`src/rtl/periph_route_pkg.sv`:
```
package periph_route_pkg;

  localparam int NUM_TGT = 11;

  // enable bit positions (register layout)
  localparam int B_CAN1  = 0;
  localparam int B_CAN2  = 1;
  localparam int B_RAM1  = 2;
  localparam int B_RAM2  = 3;
  localparam int B_RTC   = 4;
  localparam int B_FLASH = 5;
  localparam int B_PWM   = 6;
  localparam int B_ASC   = 7;
  localparam int B_SSC   = 8;
  localparam int B_I2C   = 9;
  localparam int B_MISC  = 10;

  // members of the shared peripheral group
  localparam logic [NUM_TGT-1:0] GROUP_MASK =
    (NUM_TGT'(1) << B_CAN1) | (NUM_TGT'(1) << B_CAN2) | (NUM_TGT'(1) << B_RTC) |
    (NUM_TGT'(1) << B_PWM)  | (NUM_TGT'(1) << B_ASC)  | (NUM_TGT'(1) << B_SSC) |
    (NUM_TGT'(1) << B_I2C)  | (NUM_TGT'(1) << B_MISC);

  // window base address of a target
  function automatic logic [31:0] tgt_base(input int idx);
    case (idx)
      B_CAN1:  return 32'h0000_EC00;
      B_CAN2:  return 32'h0000_EE00;
      B_RAM1:  return 32'h0000_E000;
      B_RAM2:  return 32'h0000_C000;
      B_RTC:   return 32'h0000_E800;
      B_FLASH: return 32'h0000_F000;
      B_PWM:   return 32'h0000_E880;
      B_ASC:   return 32'h0000_E900;
      B_SSC:   return 32'h0000_E980;
      B_I2C:   return 32'h0000_EA00;
      default: return 32'h0000_EA80;
    endcase
  endfunction

  // window size as a power of two (bytes)
  function automatic int tgt_span_log2(input int idx);
    case (idx)
      B_CAN1, B_CAN2: return 9;
      B_RAM1:         return 11;
      B_RAM2:         return 13;
      B_FLASH:        return 8;
      default:        return 7;
    endcase
  endfunction

  // address falls inside the aligned window of a target
  function automatic logic in_window(input logic [31:0] addr, input int idx);
    int sh;
    sh = tgt_span_log2(idx);
    return (addr >> sh) == (tgt_base(idx) >> sh);
  endfunction

endpackage

```
`src/rtl/periph_en_reg.sv`:
```
module periph_en_reg #(
  parameter int                REG_W   = 16,
  parameter int                NUM_EN  = 11,
  parameter logic [REG_W-1:0]  RST_VAL = 16'h0005
) (
  input  logic              clk,
  input  logic              rst_n,
  input  logic              wr_en,
  input  logic [REG_W-1:0]  wr_data,
  output logic [NUM_EN-1:0] en_q
);

  localparam logic [NUM_EN-1:0] RST_EN = RST_VAL[NUM_EN-1:0];

  always_ff @(posedge clk or negedge rst_n) begin
    if (!rst_n) begin
      en_q <= RST_EN;
    end else if (wr_en) begin
      en_q <= wr_data[NUM_EN-1:0];
    end
  end

  // bits above NUM_EN are not stored
  logic unused_hi;
  assign unused_hi = ^wr_data[REG_W-1:NUM_EN];

endmodule

```
`src/rtl/periph_win_decode.sv`:
```
module periph_win_decode
  import periph_route_pkg::*;
#(
  parameter int ADDR_W = 24,
  parameter int NUM_EN = 11
) (
  input  logic [ADDR_W-1:0] addr,
  output logic [NUM_EN-1:0] hit
);

  logic [31:0] addr_x;
  assign addr_x = 32'(addr);

  for (genvar g = 0; g < NUM_EN; g++) begin : g_win
    assign hit[g] = in_window(addr_x, g);
  end

endmodule

```
`src/rtl/periph_route_resolve.sv`:
```
module periph_route_resolve #(
  parameter int                 NUM_EN = 11,
  parameter logic [NUM_EN-1:0]  GRP    = '0
) (
  input  logic              req,
  input  logic [NUM_EN-1:0] hit,
  input  logic [NUM_EN-1:0] en_q,
  output logic [NUM_EN-1:0] sel_tgt,
  output logic              sel_ext,
  output logic              bus_err,
  output logic              grp_hit,
  output logic              grp_any_en
);

  logic [NUM_EN-1:0] live_hit;
  logic              any_hit;
  logic              solo_dark;
  logic              grp_dark;
  logic              grp_block;

  always_comb begin
    live_hit   = hit & en_q;
    any_hit    = |hit;
    grp_hit    = |(hit & GRP);
    grp_any_en = |(en_q & GRP);
    solo_dark  = |(hit & ~en_q & ~GRP);
    grp_dark   = grp_hit && !grp_any_en;
    grp_block  = grp_hit && grp_any_en && !(|live_hit);

    sel_tgt = req ? live_hit : '0;
    sel_ext = req && (!any_hit || solo_dark || grp_dark);
    bus_err = req && grp_block;
  end

endmodule

```
`src/rtl/periph_route_top.sv`:
```
module periph_route_top
  import periph_route_pkg::*;
#(
  parameter int               ADDR_W  = 24,
  parameter int               REG_W   = 16,
  parameter logic [REG_W-1:0] RST_VAL = 16'h0005
) (
  input  logic              clk,
  input  logic              rst_n,
  input  logic              cfg_wr,
  input  logic [REG_W-1:0]  cfg_wdata,
  input  logic [ADDR_W-1:0] bus_addr,
  input  logic              bus_req,
  output logic [NUM_TGT-1:0] sel_tgt,
  output logic              sel_ext,
  output logic              bus_err
);

  logic [NUM_TGT-1:0] en_q;
  logic [NUM_TGT-1:0] win_hit;
  logic               grp_hit;
  logic               grp_any_en;

  periph_en_reg #(
    .REG_W  (REG_W),
    .NUM_EN (NUM_TGT),
    .RST_VAL(RST_VAL)
  ) u_reg (
    .clk    (clk),
    .rst_n  (rst_n),
    .wr_en  (cfg_wr),
    .wr_data(cfg_wdata),
    .en_q   (en_q)
  );

  periph_win_decode #(
    .ADDR_W(ADDR_W),
    .NUM_EN(NUM_TGT)
  ) u_dec (
    .addr(bus_addr),
    .hit (win_hit)
  );

  periph_route_resolve #(
    .NUM_EN(NUM_TGT),
    .GRP   (GROUP_MASK)
  ) u_res (
    .req       (bus_req),
    .hit       (win_hit),
    .en_q      (en_q),
    .sel_tgt   (sel_tgt),
    .sel_ext   (sel_ext),
    .bus_err   (bus_err),
    .grp_hit   (grp_hit),
    .grp_any_en(grp_any_en)
  );

endmodule

```
`config.mk`:
```
export PLATFORM = sky130hd
export DESIGN_NAME = periph_route_top
export DESIGN_NICKNAME = d
export VERILOG_FILES = /design/src/rtl/periph_route_pkg.sv /design/src/rtl/periph_en_reg.sv /design/src/rtl/periph_win_decode.sv /design/src/rtl/periph_route_resolve.sv /design/src/rtl/periph_route_top.sv
export SDC_FILE = /design/constraint.sdc
export NUM_CORES = 1
export LEC_CHECK = 0
export ABC_AREA = 1
export BUFFER_PORTS_ARGS = -buffer_cell sky130_fd_sc_hd__buf_2
export CAP_MARGIN = 10
export CORE_MARGIN = 2
export CORE_UTILIZATION = 40
export DETAILED_ROUTE_END_ITERATION = 10
export GPL_TIMING_DRIVEN = 0
export PLACE_DENSITY = 0.74
export SLEW_MARGIN = 25
export SYNTH_ARGS = -nofsm -noshare
export SYNTH_HDL_FRONTEND = slang
export SYNTH_SLANG_ARGS = --single-unit
```
`constraint.sdc`:
```
create_clock -name clk -period 2.6 [get_ports clk]
set_input_delay 0.13 -clock clk [delete_from_list [all_inputs] [get_ports clk]]
set_output_delay 0.13 -clock clk [all_outputs]
set_load 0.02 [all_outputs]
```
==> results.yml <==
global_routing:
  grt_max_degree: 12
  grt_pass1_wl_um: 3891
  grt.met1_usage_pct: 19.93
  gr-usage-met3_pct: 1.695
  met2_usage_pct: 36.25
  grt.total_usage_pct: 18.49
  gr-total-overflow: 0
  antenna_found_initial: 0
  busiest_layer: "met2"
  first_global_vias: 1073
worst_setup_path:
  critPathLaunchType: "flop"
  critical_path_class: "flop to primary output"
  worst_setup_path_end_kind: "primary output"
  critPathRequiredTime_ns: 2.47
  r2r_setup_slack_ns: 1.80
  critical_path.max_fanout: 4
  r2r_cells: 2
  regToRegEndpoint: "u_reg.en_q[0]$_DFFE_PN1P_"
  cp.arrival_ns: 1.55
  rr_startpoint: "u_reg.en_q[0]$_DFFE_PN1P_"
yosys:
  synth_nets: 195
  yosys.area.top_type: "dfrtp_1"
  ys_ff_latch: 11
  synth_seq_area_share_pct: 28.72
  synth_area_um2: 967.2
  ys_types: 21
  synth.area.top_cells: "dfrtp_1, nand2_1, nor2_1"
  postSynthAreaPerCell_um2: 6.405
  syn_inst: 151
  synth_warnings: 0
  synth_top_area_share_pct: 23.29
timing:
  setup_viol: 0
  slew_viol_final: 0
  rsz0062_at_grt: "false"
  hold_violations: 0
  slew_headroom_pct: 72.99
  clock-skew-final_ns: 0
  hold_slack_ns: 0.06820
  fmax_mhz: 593.6
  tns_ns: 0
  post-route-period-util_pct: 64.79
  worst_pin_slew_ns: 0.4051
  layout_min_cycle_time_ns: 1.685
cells_and_area:
  final_cell_area_um2: 1254
  diodes: 0
  synthToLayoutAreaGrowth_pct: 29.62
  drive_gt1_share_pct: 35.68
  layout_commonest_cell: "buf_2"
  final_util_pct: 55.60
  largest_register_ffs: 11
  nNetsFinal: 244
  layout_common_cells: "buf_2, nand2_1, nor2_1"
  largestRegisters: "u_reg.en_q (11)"
  regMostFlops: "u_reg.en_q"
route:
  firstDrtPassIters: 4
  route.detailed.wl_per_inst_um: 10.23
  ant_nets: 0
  wl_um: 2323
  vias: 1086
  drt_iter0_drc: 21
  drc_errors: 0
  vias_per_cell: 4.784
cts:
  clk_pin_slew_worst_paths_ns: 0.06
  cts_tree: "done"
  clock-sinks: 11
  cts_buffers: 3
  cts-root-buf: "clkbuf_4"
  clock_latency_ns: 0.26
  htreeDepth: 1
  cts_setup_buffers: 0
  clockBufferDepth: 2
place:
  hpwl_um: 2022
  port-buffer-count: 43
  place.gp.congestion: 0.8417
  placed_area_um2: 1217
power:
  power.density_nw_per_um2: 321.4
  peakVddDrop_v: 0.0003046
  p_leak_nw: 0.7050
floorplan:
  rows: 17
  die_w_um: 53.17
  initial_core_util_pct: 42.90
  dieArea_um2: 2827
  fp.dieH_um: 53.17
  core_um2: 2255
  num_io_pins: 57
worst_hold_path:
  hp-class: "input port to flop"
  hp-start: "cfg_wdata[1]"
  hold_path_end: "u_reg.en_q[1]$_DFFE_PN0P_"
  min_path_cells: 3
run_status:
  status: "complete, no violations"
run:
  maxCapViolCount: 0
==> worst max-delay path, stage by stage (launching register included) <==
cell,delay (ns)
dfrtp_1,0.36
inv_1,0.11
nand4_1,0.11
nor3_1,0.27
nand2_1,0.09
nand3_1,0.09
nand2_1,0.06
inv_1,0.05
buf_2,0.15
==> metrics by stage <==
| stage | power [W] | cells | setup slack [ns] |
|---|---|---|---|
| finish | 0.0004029 | 227 | 0.9154 |
| global route | 0.0004286 | 227 | 0.7624 |
| CTS | 0.0004075 | 227 | 0.9087 |
| detailed placement | 0.0002926 | 222 | 1.111 |
| global placement | 0.0002885 | 222 | 1.162 |
| floorplan | 0.0002485 | 151 | 1.230 |
==> worst max-delay path by stage <==
stage / from / endpoint / slack [ns] / depth (start not counted)
global placement: bus_addr[22] / sel_ext / 1.16 / 11
CTS: u_reg.en_q[0]$_DFFE_PN1P_ / bus_err / 0.91 / 8
global route: u_reg.en_q[0]$_DFFE_PN1P_ / bus_err / 0.76 / 8
finish: u_reg.en_q[1]$_DFFE_PN0P_ / sel_ext / 0.92 / 8
detailed placement: bus_addr[22] / sel_ext / 1.11 / 13
floorplan: bus_addr[22] / sel_tgt[7] / 1.23 / 5
==> final cells by class <==
cell class	count	area, um2
flip-flops and latches	11	277.8
inverters	23	86.33
repair buffers	44	225.2
clock buffers	4	26.28
plain buffers	3	11.26
fillers	238	1001
well taps	28	35.03
multi-input cells	114	591.8
==> timing repair <==
action                                 4_1_cts  5_1_grt
gates resized for setup                      0        0
hold buffers                                 1        0
endpoints found under the hold margin       11        0
==> synthesized netlist by cell type (all sizes together) <==
library cell	instances
nand2	39
nor2	36
inv	23
o21ai	11
nand3	10
dfrtp	9
nand4	6
nor3	6
clkbuf	3
dfstp	2
mux2	2
a21oi	1
nand3b	1
nor2b	1
nor4	1
==> kinds of logic after synthesis <==
family | after synthesis | synth area share, %
and+or+nand+nor | 100 | 52.65
buffers and inverters | 26 | 10.09
AOI/OAI and AO/OA | 12 | 6.209
DFF | 11 | 28.72
muxes | 2 | 2.328
==> power breakdown <==
part	leakage [nW]	total (W)	internal, W	switching, W
Combinational	0.561	0.0000916	0.0000372	0.0000544
Clock	0.0150	0.000113	0.0000594	0.0000537
Sequential	0.129	0.000198	0.000189	0.00000926
Total	0.705	0.000403	0.000286	0.000117
==> per-layer routing <==
metal	part of all wire (%)	wire, um	up-vias
li1	-	-	572
met1	43	1001	474
met2	51	1183	36
met3	4.9	114	4
met4	0.99	23	0
met5	0	0	-
(Power assumes the default switching activity.)
